==> src/rtl/rtc_irq_pkg.sv <==
package rtc_irq_pkg;
   localparam int unsigned NUM_EVT = 3;
   // bit index of each sticky flag inside the event vector
   localparam int unsigned IDX_UPD = 0;
   localparam int unsigned IDX_ALM = 1;
   localparam int unsigned IDX_PER = 2;
   typedef enum logic {SEL_STATUS = 1'b0, SEL_BATT = 1'b1} rd_sel_e;
endpackage

==> src/rtl/rtc_evt_flag.sv <==
module rtc_evt_flag (
   input  logic clk,
   input  logic rst_n,
   input  logic set_i,
   input  logic clr_i,
   output logic flag_o
);
   always_ff @(posedge clk or negedge rst_n) begin
      if (!rst_n)     flag_o <= 1'b0;
      else if (set_i) flag_o <= 1'b1;
      else if (clr_i) flag_o <= 1'b0;
   end

   assert_set_wins_R6: assert property (@(posedge clk) disable iff (!rst_n)
      set_i |=> flag_o);
   assert_clear_R5: assert property (@(posedge clk) disable iff (!rst_n)
      (clr_i && !set_i) |=> !flag_o);
   assert_rise_needs_event_R4: assert property (@(posedge clk) disable iff (!rst_n)
      $rose(flag_o) |-> $past(set_i));
endmodule

==> src/rtl/rtc_irq_req.sv <==
module rtc_irq_req #(
   parameter int unsigned N = 6
) (
   input  logic [N-1:0] flag_i,
   input  logic [N-1:0] en_i,
   output logic         req_o,
   output logic         irq_n_o
);
   logic [N-1:0] term;
   always_comb begin
      term    = flag_i & en_i;
      req_o   = |term;
      irq_n_o = ~req_o;
   end
endmodule

==> src/rtl/rtc_rd_mux.sv <==
module rtc_rd_mux #(
   parameter int unsigned DATA_W  = 8,
   parameter int unsigned NUM_EVT = 3
) (
   input  logic               sel_i,
   input  logic               req_i,
   input  logic [NUM_EVT-1:0] flags_i,
   input  logic               vrt_i,
   output logic [DATA_W-1:0]  data_o
);
   localparam int unsigned PAD_STAT = DATA_W - 1 - NUM_EVT;
   localparam int unsigned PAD_BATT = DATA_W - 1;

   logic [DATA_W-1:0] stat_byte;
   logic [DATA_W-1:0] batt_byte;

   always_comb begin
      stat_byte = {req_i, flags_i, {PAD_STAT{1'b0}}};
      batt_byte = {vrt_i, {PAD_BATT{1'b0}}};
      data_o    = sel_i ? batt_byte : stat_byte;
   end
endmodule

==> src/rtl/rtc_irq_status.sv <==
module rtc_irq_status
   import rtc_irq_pkg::*;
#(
   parameter int unsigned NUM_EXT = 3,
   parameter int unsigned DATA_W  = 8
) (
   input  logic               clk,
   input  logic               rst_n,
   input  logic               evt_periodic,
   input  logic               evt_alarm,
   input  logic               evt_update,
   input  logic               en_periodic,
   input  logic               en_alarm,
   input  logic               en_update,
   input  logic [NUM_EXT-1:0] ext_flag,
   input  logic [NUM_EXT-1:0] ext_en,
   input  logic               vrt_in,
   input  logic               rd_en,
   input  logic               rd_sel,
   output logic [DATA_W-1:0]  rd_data,
   output logic               irq_n
);
   localparam int unsigned N_TERMS = NUM_EVT + NUM_EXT;

   if (DATA_W < NUM_EVT + 1) begin : g_bad_width
      $error("rtc_irq_status: DATA_W too small for the status byte");
   end
   if (NUM_EXT < 1) begin : g_bad_ext
      $error("rtc_irq_status: NUM_EXT must be at least 1");
   end

   logic [NUM_EVT-1:0] evt_vec;
   logic [NUM_EVT-1:0] en_vec;
   logic [NUM_EVT-1:0] flag_q;
   logic               clr_rd;
   logic               req;

   always_comb begin
      evt_vec          = '0;
      en_vec           = '0;
      evt_vec[IDX_PER] = evt_periodic;
      evt_vec[IDX_ALM] = evt_alarm;
      evt_vec[IDX_UPD] = evt_update;
      en_vec[IDX_PER]  = en_periodic;
      en_vec[IDX_ALM]  = en_alarm;
      en_vec[IDX_UPD]  = en_update;
      clr_rd           = rd_en && (rd_sel == SEL_STATUS);
   end

   for (genvar i = 0; i < NUM_EVT; i++) begin : g_flag
      rtc_evt_flag flag_i (
         .clk    (clk),
         .rst_n  (rst_n),
         .set_i  (evt_vec[i]),
         .clr_i  (clr_rd),
         .flag_o (flag_q[i])
      );
   end

   rtc_irq_req #(.N(N_TERMS)) req_i (
      .flag_i  ({ext_flag, flag_q}),
      .en_i    ({ext_en, en_vec}),
      .req_o   (req),
      .irq_n_o (irq_n)
   );

   rtc_rd_mux #(.DATA_W(DATA_W), .NUM_EVT(NUM_EVT)) mux_i (
      .sel_i   (rd_sel),
      .req_i   (req),
      .flags_i (flag_q),
      .vrt_i   (vrt_in),
      .data_o  (rd_data)
   );

   // pin versus flag and enable state
   logic any_term;
   assign any_term = (|(flag_q & en_vec)) || (|(ext_flag & ext_en));

   assert_irq_low_R2: assert property (@(posedge clk) disable iff (!rst_n)
      any_term |-> !irq_n);
   assert_irq_high_R3: assert property (@(posedge clk) disable iff (!rst_n)
      !any_term |-> irq_n);
   assert_status_pad_R1: assert property (@(posedge clk) disable iff (!rst_n)
      (rd_sel == SEL_STATUS) |-> (rd_data[DATA_W-NUM_EVT-2:0] == '0));
   assert_batt_pad_R8: assert property (@(posedge clk) disable iff (!rst_n)
      (rd_sel == SEL_BATT) |-> (rd_data[DATA_W-2:0] == '0 && rd_data[DATA_W-1] == vrt_in));
   assert_batt_keeps_R8: assert property (@(posedge clk) disable iff (!rst_n)
      (rd_en && rd_sel == SEL_BATT) |=> ((flag_q & $past(flag_q)) == $past(flag_q)));
endmodule

==> config.mk <==
export PLATFORM = sky130hd
export DESIGN_NAME = rtc_irq_status
export DESIGN_NICKNAME = d
export VERILOG_FILES = /design/src/rtl/rtc_irq_pkg.sv /design/src/rtl/rtc_evt_flag.sv /design/src/rtl/rtc_irq_req.sv /design/src/rtl/rtc_rd_mux.sv /design/src/rtl/rtc_irq_status.sv
export SDC_FILE = /design/constraint.sdc
export NUM_CORES = 1
export LEC_CHECK = 0
export ABC_CLOCK_PERIOD_IN_PS = 1200
export BUFFER_PORTS_ARGS = -buffer_cell sky130_fd_sc_hd__buf_4
export CORE_AREA = 2 2 39 41
export CTS_CLUSTER_DIAMETER = 30
export DETAILED_ROUTE_END_ITERATION = 12
export DIE_AREA = 0 0 41 43
export SLEW_MARGIN = 20
export SYNTH_ARGS = -nofsm -noshare
export SYNTH_HDL_FRONTEND = slang
export SYNTH_SLANG_ARGS = --single-unit
==> constraint.sdc <==
create_clock -name clk -period 1.2 [get_ports clk]
set_input_delay 0.24 -clock clk [delete_from_list [all_inputs] [get_ports clk]]
set_output_delay 0.24 -clock clk [all_outputs]
set_load 0.005 [all_outputs]
==> qor.yml, run 1 <==
status: "finished with violations"
violations: "setup timing"
io_buffers: 21
cp_slowest_cell: "dfrtp_1"
startpoint_type: "flop"
final_max_slew_viol_count: 0
drt_iter0_markers: 0
fin_skew_ps: 0
holdWs_ps: 186.0
synth_top_family_by_area: "compound AO/OA/AOI/OAI gates"
critPathMaxStageDelay_ps: 380
route.detailed.wl_per_inst_um: 8.397
cpMostUsedCell: "buf_4"
period_minus_slack_ps: 1327
grt_pass1_wl_um: 807
synth-compound-area-share_pct: 28.81
fin_ws_ps: -127.2
synth_top_area_share_pct: 33.90
synth_cell_types: 11
yosys_register_bits: 3
hold_start: "evt_alarm"
yosys.area.top_type: "dfrtp_1"
clockBufferDepth: 2
powerDensity_nw_per_um2: 886.7
regMostFlops: "g_flag.flag_i.flag_o"
drt-total-wl_um: 571
reg.largest.list: "g_flag.flag_i.flag_o x3"
tritoncts: "done"
core_area_um2: 1384
hold_path_class: "in -> reg"
r2r_end: "g_flag[0].flag_i.flag_o$_DFFE_PN0P_"
synth-xor-area-share_pct: 0
drv_cap: 0
antenna-diode-count: 0
r2r_start: "g_flag[0].flag_i.flag_o$_DFFE_PN0P_"
final_area_um2: 461.7
vias_per_cell: 3.868
synth_edf_count: 0
overflow: 0
synthTopCellsByCount: "buf_4 (4), nor2b_1 (4), a21o_1 (3), dfrtp_1 (3), a22oi_2 (2)"
irDropWorstVdd_mv: 0.2272
dieArea_um2: 1763
cts_inserted_buffers: 3
yosys.area_share.adder_pct: 0
reg2reg_depth: 4
synth_area_leaders: "dfrtp_1 (34%), buf_4 (14%), a22oi_2 (11%)"
power_uw: 409.4
worst-path-buf-inv: 3
vias: 263
clkSlewWorstSetupHoldPaths_ps: 40
clock_latency_ps: 230
fp.dieW_um: 41
synth_cells: 22
cp_max_fo: 2
async_flop_share_pct: 100.0
rsz0062_at_grt: "yes"
crit_chain: "buf_4 -> buf_6 -> nor2b_1 -> buf_4"
r2r_slack_ps: 210
netlist_area_um2: 221.5
synthFlopType: "dfrtp_1"
globalplace.congestion: 0.5978
crit_path_end_kind: "primary output"
yosysWarnings: 0
htreeDepth: 1
final-setup-viol-count: 4
nNetsFinal: 70
clock.fmax_ghz: 0.7535
crit_arrival_ps: 1090
crit_required_ps: 960
drive_above_1_share_pct: 61.54
antenna_found_initial: 0
final_util_pct: 33.36
hold-path-cell-count: 2
period_share_pct: 110.6
postRouteAntennaNets: 0
synth_area_per_cell_um2: 10.07
initial_core_util_pct: 16.00
synthSimpleGateAreaFrac_pct: 20.34
grt_max_degree: 7
grt_pass1_vias: 239
grt_usage_pct: 7.351
rows: 14
hold-path-endpoint: "g_flag[1].flag_i.flag_o$_DFFE_PN0P_"
hold_viol: 0
areaGrowthSynthToFinish_pct: 108.5
crit_family: "flip-flops"
drtPass1Iterations: 1
drc: 0
place_area_um2: 380.4
pin_count: 26
clock_tree.root_cell: "clkbuf_4"
cts.sink_count: 3
synth_mux_area_share_pct: 0
largest_reg_flops: 3
critPathKind: "reg -> out"
die_h_um: 43
power.leakage_nw: 0.2387
pre_cts_ws_ps: 74.96
ys_seq_area_share_pct: 33.90
==> power by group <==
group          internal, mW  total [mW]  switching, mW
clock                 0.125       0.176         0.0512
combinational        0.0837       0.120         0.0363
sequential            0.109       0.114        0.00522
total                 0.317       0.409         0.0927
==> worst max path at each step <==
stage	from	to	cells after the start	slack, ps
after floorplan	g_flag[0].flag_i.flag_o$_DFFE_PN0P_	irq_n	2	230
after global placement	g_flag[1].flag_i.flag_o$_DFFE_PN0P_	rd_data[7]	3	80
after detailed placement	g_flag[1].flag_i.flag_o$_DFFE_PN0P_	rd_data[7]	3	70
after CTS	g_flag[1].flag_i.flag_o$_DFFE_PN0P_	rd_data[7]	3	-140
after global routing	g_flag[0].flag_i.flag_o$_DFFE_PN0P_	irq_n	3	-180
final	g_flag[0].flag_i.flag_o$_DFFE_PN0P_	rd_data[4]	4	-130
==> worst register-to-register path: stages, from the launching register on <==
cell and delay, ps:
dfrtp_1 380, buf_4 140, buf_6 100, buf_4 120
a21o_1 140
==> placed cells by master (no fill, tap or decap) <==
cell type	Yosys	final
a21o_1	3	3
a22oi_1	1	1
a22oi_2	2	2
a41oi_1	1	1
and3_1	1	1
buf_4	4	24
buf_6	0	2
clkbuf_1	0	1
clkbuf_4	0	3
conb_1	1	4
dfrtp_1	3	3
dlygate4sd3_1	0	1
inv_1	1	1
nand2b_4	1	1
nor2b_1	4	4
==> layout make-up <==
class,instances,area [um2]
fillers,158,922.1
repair buffers,27,212.7
multi-input cells,17,123.9
flip-flops and latches,3,75.07
clock buffers,4,26.28
well taps,16,20.02
inverters,1,3.754
==> per-layer routing <==
metal	wire [um]	GRT usage (%)
met1	174	5.519
met2	290	11.25
met3	100	4.188
met4	6	8.000
met5	0	0
==> what timing repair did <==
item / in CTS / in global routing
endpoints found under the hold margin: 3 / 0
endpoints found under the setup margin: 2 / 4
gates cloned: 0 / 0
pin swaps: 2 / 0
hold buffers: 1 / 0
resized for setup: 0 / 2
setup buffers: 2 / 3
==> logic make-up (layout without fill, tap and decap cells) <==
group,after synthesis,after routing
AO/OA/AOI/OAI,7,7
flip-flops,3,3
AND/OR/NAND/NOR,6,6
other,1,4
buffers and inverters,5,32
==> metrics by stage <==
stage                     setup TNS [ps]  cells
final                             -392.8     68
after global routing              -558.7     68
after CTS                         -359.4     65
after detailed placement               0     58
after global placement                 0     58
after floorplan                        0     25
Power figures use the tool's default switching activity.
==> run 2: changes to the inputs <==
--- a/constraint.sdc
+++ b/constraint.sdc
@@ -3,2 +3,2 @@
 set_output_delay 0.24 -clock clk [all_outputs]
-set_load 0.005 [all_outputs]
+set_load 0.02 [all_outputs]
==> run 2 against run 1 <==
Effect of this change:
- the run still ends with setup timing left
- maximum frequency down 2.2%
- clock skew unchanged
- routed wire length up 8.1%
- die area unchanged
- sequential cell count unchanged
- sequential power about the same
- utilization down 1.9 points
- clock power up 5%
- total power up 5.3%
- count of clock-buffer cells in the layout unchanged
- critical endpoint is now irq_n
- highest routed layer is now met3
==> qor.yml, run 2 (synthesis results as in run 1) <==
switching_share_pct: 28.35  # was 22.64%
status: "finished with violations"  # unchanged
drt-total-wl_um: 617  # was 571 um
cp_max_fo: 2  # unchanged
period_share_pct: 113.1  # was 110.6%
cts.sink_count: 3  # unchanged
vias_per_cell: 3.862  # was 3.868
antenna-diode-count: 0  # unchanged
crit_required_ps: 960  # about the same
overflow: 0  # unchanged
irDropWorstVdd_mv: 0.6157  # was 0.2272 mV
drv_cap: 0  # unchanged
initial_core_util_pct: 16.00  # unchanged
dieArea_um2: 1763  # unchanged
p_int_uw: 308.8  # was 316.7 uW
critPathKind: "reg -> out"  # unchanged
areaGrowthSynthToFinish_pct: 96.61  # was 108.5%
combPwrFrac_pct: 30.8  # was 29.3%
hold_viol: 0  # unchanged
htreeDepth: 1  # unchanged
globalplace.congestion: 0.6226  # was 0.5978
pin_count: 26  # unchanged
cts_inserted_buffers: 3  # unchanged
drc: 0  # unchanged
fin_skew_ps: 0  # unchanged
drive_above_1_share_pct: 59.18  # was 61.54%
postRouteAntennaNets: 0  # unchanged
rows: 14  # unchanged
clockBufferDepth: 2  # unchanged
grt_pass1_wl_um: 869  # was 807 um
largest_reg_flops: 3  # unchanged
rsz0062_at_grt: "yes"  # unchanged
nNetsFinal: 67  # was 70
clkPwrFrac_pct: 43.0  # was 42.9%
core_area_um2: 1384  # unchanged
grt_max_degree: 7  # unchanged
final-setup-viol-count: 4  # unchanged
dp_hpwl_um: 479.9
holdWs_ps: 182.6  # was 186.0 ps
io_buffers: 21  # unchanged
layout_common_cells: "buf_4 (22), nor2b_1 (4), conb_1 (4)"  # was buf_4 (24), nor2b_1 (4), conb_1 (4)
seqPwrFrac_pct: 26.3  # was 27.8%
power.leakage_nw: 0.2231  # was 0.2387 nW
tritoncts: "done"  # unchanged
fp.dieW_um: 41  # unchanged
drtPass1Iterations: 3  # was 1
grt_usage_pct: 8.241  # was 7.351%
fin_ws_ps: -156.7  # was -127.2 ps
crit_arrival_ps: 1120  # was 1090 ps
p_sw_uw: 122.2  # was 92.67 uW
period_minus_slack_ps: 1357  # was 1327 ps
clock_tree.root_cell: "clkbuf_4"  # unchanged
reg.largest.list: "g_flag.flag_i.flag_o x3"  # unchanged
final_area_um2: 435.4  # was 461.7 um2
place_area_um2: 380.4  # unchanged
regMostFlops: "g_flag.flag_i.flag_o"  # unchanged
layout_commonest_cell: "buf_4"  # unchanged
route.detailed.wl_per_inst_um: 9.492  # was 8.397 um
vias: 251  # was 263
violations: "setup timing"  # unchanged
powerDensity_nw_per_um2: 989.7  # was 886.7 nW/um2
final_max_slew_viol_count: 0  # unchanged
grt_pass1_vias: 237  # was 239
startpoint_type: "flop"  # unchanged
clock.fmax_ghz: 0.7371  # was 0.7535 GHz
crit_path_end_kind: "primary output"  # unchanged
drt_iter0_markers: 1  # was 0
hold_path_class: "in -> reg"  # unchanged
die_h_um: 43  # unchanged
clkSlewWorstSetupHoldPaths_ps: 40  # about the same
antenna_found_initial: 0  # unchanged
clock_latency_ps: 240  # was 230 ps
[run 2: through the flow]
stage,utilization (%),std cells,total power [mW],setup WS [ps],TNS (ps)
final,31.46,65,0.4310,-156.7,-433.0
after global routing,31.46,65,0.4713,-201.7,-619.2
after CTS,31.19,65,0.4365,-168.8,-481.6
after detailed placement,27.49,58,0.2378,50.59,0
after global placement,27.49,58,0.2368,52.81,0
after floorplan,-,25,0.1790,78.07,0
[run 2: path summary, 6_finish.rpt]
| check | depth (start not counted) | end | from | slack (ps) |
|---|---|---|---|---|
| max | 3 | irq_n | g_flag[1].flag_i.flag_o$_DFFE_PN0P_ | -160 |
| min | 2 | g_flag[2].flag_i.flag_o$_DFFE_PN0P_ | evt_periodic | 180 |
| max reg2reg | 2 | g_flag[0].flag_i.flag_o$_DFFE_PN0P_ | g_flag[0].flag_i.flag_o$_DFFE_PN0P_ | 420 |
| min reg2reg | 1 | g_flag[2].flag_i.flag_o$_DFFE_PN0P_ | g_flag[2].flag_i.flag_o$_DFFE_PN0P_ | 510 |
| max in group asynchronous | 2 | g_flag[2].flag_i.flag_o$_DFFE_PN0P_ | rst_n | 770 |
| min in group asynchronous | 2 | g_flag[0].flag_i.flag_o$_DFFE_PN0P_ | rst_n | 330 |
[run 2: cell type report]
cell class | instances | area (um2)
fill | 152 | 948.4
timing repair buffer | 24 | 186.4
multi-input combinational | 17 | 123.9
sequential | 3 | 75.07
clock buffer | 4 | 26.28
tap | 16 | 20.02
inverter | 1 | 3.754
[run 2: what timing repair did]
action                                 CTS  global route
hold buffers                             1             0
endpoints found under the hold margin    3             0
setup buffers                            2             0
resized for setup                        0             1
pin swaps                                1             2
setup endpoints to repair                2             4
gates cloned                             0             0
[run 2: power groups by stage]
stage / logic (mW) / registers (mW) / clock network (mW)
2_1_floorplan: 0.0647 / 0.114 / 0
3_3_place_gp: 0.121 / 0.115 / 0
3_5_place_dp: 0.122 / 0.115 / 0
4_1_cts: 0.133 / 0.113 / 0.191
5_1_grt: 0.143 / 0.114 / 0.214
6_report: 0.133 / 0.113 / 0.185
[run 2: metal layers]
| metal | part of all wire, % | global-route usage [%] | up-vias |
|---|---|---|---|
| met1 | 33 | 5.806 | 110 |
| met2 | 48 | 13.13 | 19 |
| met3 | 18 | 9.948 | 0 |
| met5 | 0 | 0 | - |
| li1 | - | - | 122 |
| met4 | 0 | 2.000 | 0 |
[run 2: critical path, cell delays in order, from the launching register on]
cell and delay (ps):
dfrtp_1 380, a22oi_2 190, and3_1 200, buf_6 120
==> run 3: changes to the inputs <==
CELL_PAD_IN_SITES_DETAIL_PLACEMENT = 0   (was default)
CELL_PAD_IN_SITES_GLOBAL_PLACEMENT = 1   (was default)
PLACE_DENSITY_LB_ADDON = 0.1   (was default)
==> run 3 against run 2 <==
Effect of this change:
- critical path type unchanged
- worst setup slack improved by 5.2 ps
- the run still ends with setup timing left
- routed wire length fell by 12%
- critical path depth did not move
==> qor.yml, run 3 (synthesis results as in run 1) <==
final-setup-viol-count: 3  # was 4
vias: 250  # was 251
drv_cap: 0  # unchanged
postRouteAntennaNets: 0  # unchanged
initial_core_util_pct: 16.00  # unchanged
clock_latency_ps: 230  # was 240 ps
crit_path_end_kind: "primary output"  # unchanged
place_area_um2: 380.4  # unchanged
clock.fmax_ghz: 0.7400  # was 0.7371 GHz
violations: "setup timing"  # unchanged
period_minus_slack_ps: 1351  # was 1357 ps
dp.cells: 58  # unchanged
period_share_pct: 112.6  # was 113.1%
globalplace.congestion: 0.6004  # was 0.6226
r2r_start: "g_flag[1].flag_i.flag_o$_DFFE_PN0P_"  # was g_flag[0].flag_i.flag_o$_DFFE_PN0P_
core_area_um2: 1384  # unchanged
fp.dieW_um: 41  # unchanged
wl_met3_um: 62  # was 111 um
grt_pass1_wl_um: 834  # was 869 um
power.leakage_nw: 0.2190  # was 0.2231 nW
drc: 0  # unchanged
nNetsFinal: 66  # was 67
pin_count: 26  # unchanged
cts_inserted_buffers: 3  # unchanged
grt_max_degree: 7  # unchanged
antenna_found_initial: 0  # unchanged
rsz0062_at_grt: "yes"  # unchanged
drt-met1-wl_um: 171  # was 206 um
dieArea_um2: 1763  # unchanged
io_buffers: 21  # unchanged
route.detailed.wl_per_inst_um: 8.484  # was 9.492 um
hold_path_class: "in -> reg"  # unchanged
grt_usage_pct: 7.143  # was 8.241%
highest_layer: "met3"  # unchanged
crit_arrival_ps: 1110  # was 1120 ps
vias_per_cell: 3.906  # was 3.862
drt-total-wl_um: 543  # was 617 um
wl_met2_um: 309  # was 299 um
overflow: 0  # unchanged
cp_max_fo: 2  # unchanged
hold_viol: 0  # unchanged
final_area_um2: 435.4  # unchanged
tritoncts: "done"  # unchanged
largest_reg_flops: 3  # unchanged
antenna-diode-count: 0  # unchanged
clockBufferDepth: 2  # unchanged
fin_skew_ps: 0  # unchanged
layout_common_cells: "buf_4 (21), nor2b_1 (4), conb_1 (4)"  # was buf_4 (22), nor2b_1 (4), conb_1 (4)
critPathKind: "reg -> out"  # unchanged
irDropWorstVdd_mv: 0.4603  # was 0.6157 mV
r2r_slack_ps: 430  # was 420 ps
grt_pass1_vias: 250  # was 237
fin_ws_ps: -151.4  # was -156.7 ps
drtPass1Iterations: 1  # was 3
reg.largest.list: "g_flag.flag_i.flag_o x3"  # unchanged
reg2reg_depth: 2  # unchanged
drt_iter0_markers: 0  # was 1
clock_tree.root_cell: "clkbuf_4"  # unchanged
instances_no_fill: 64  # was 65
r2r_end: "g_flag[1].flag_i.flag_o$_DFFE_PN0P_"  # was g_flag[0].flag_i.flag_o$_DFFE_PN0P_
final_max_slew_viol_count: 0  # unchanged
status: "finished with violations"  # unchanged
areaGrowthSynthToFinish_pct: 96.61  # unchanged
critical_path.startpoint: "g_flag[1].flag_i.flag_o$_DFFE_PN0P_"  # unchanged
layout_commonest_cell: "buf_4"  # unchanged
clkSlewWorstSetupHoldPaths_ps: 40  # about the same
regMostFlops: "g_flag.flag_i.flag_o"  # unchanged
power_uw: 416.3  # was 431.0 uW
cts.sink_count: 3  # unchanged
die_h_um: 43  # unchanged
htreeDepth: 1  # unchanged
powerDensity_nw_per_um2: 956.1  # was 989.7 nW/um2
crit_path_end: "irq_n"  # unchanged
holdWs_ps: 187.6  # was 182.6 ps
startpoint_type: "flop"  # unchanged
crit_required_ps: 960  # about the same
rows: 14  # unchanged
hold_start: "evt_alarm"  # was evt_periodic
drive_above_1_share_pct: 60.42  # was 59.18%
run 3: changes by cell type in the layout (fill, tap and decap cells not counted):
cell,delta
a41oi_1,-1
a41oi_2,+1
buf_4,-1
run 3: worst max-delay path, cell delays in order (launching register included):
cell,delay [ps]
dfrtp_1,380
a22oi_2,190
and3_1,190
buf_6,120
run 3: area by class of cell:
cell class / count / area (um2)
clock buffers: 4 / 26.28
repair buffers: 23 / 178.9
flip-flops and latches: 3 / 75.07
fillers: 154 / 948.4
multi-input cells: 17 / 131.4
well taps: 16 / 20.02
inverters: 1 / 3.754
run 3: where the power goes:
part,total (mW),switching (mW),internal (mW)
clock,0.172,0.0473,0.124
combinational,0.131,0.0575,0.0736
sequential,0.114,0.00511,0.109
total,0.416,0.110,0.306
run 3: how the worst min path moves through the flow:
stage	to	slack, ps	cells after the start
floorplan	g_flag[0].flag_i.flag_o$_DFFE_PN0P_	-60	0
global route	g_flag[1].flag_i.flag_o$_DFFE_PN0P_	180	2
global placement	g_flag[2].flag_i.flag_o$_DFFE_PN0P_	30	1
detailed placement	g_flag[2].flag_i.flag_o$_DFFE_PN0P_	30	1
finish	g_flag[1].flag_i.flag_o$_DFFE_PN0P_	190	2
CTS	g_flag[1].flag_i.flag_o$_DFFE_PN0P_	180	2
run 3: per-layer routing:
metal / global-route usage (%) / up-vias
li1: - / 121
met1: 5.502 / 114
met2: 13.13 / 15
met3: 3.141 / 0
met4: 4.000 / 0
met5: 0 / -
run 3: timing repair:
action,4_1_cts,5_1_grt
setup endpoints to repair,2,3
pin swaps,3,2
endpoints found under the hold margin,3,0
gates cloned,0,0
hold buffers,1,0
resized for setup,1,1
buffers inserted,1,0
run 3: stage by stage:
stage	util (%)	setup WS [ps]	TNS [ps]
3_5_place_dp	27.49	44.98	0
3_3_place_gp	27.49	59.04	0
6_report	31.46	-151.4	-351.3
2_1_floorplan	-	78.07	0
5_1_grt	31.46	-207.0	-500.7
4_1_cts	31.19	-168.4	-400.9
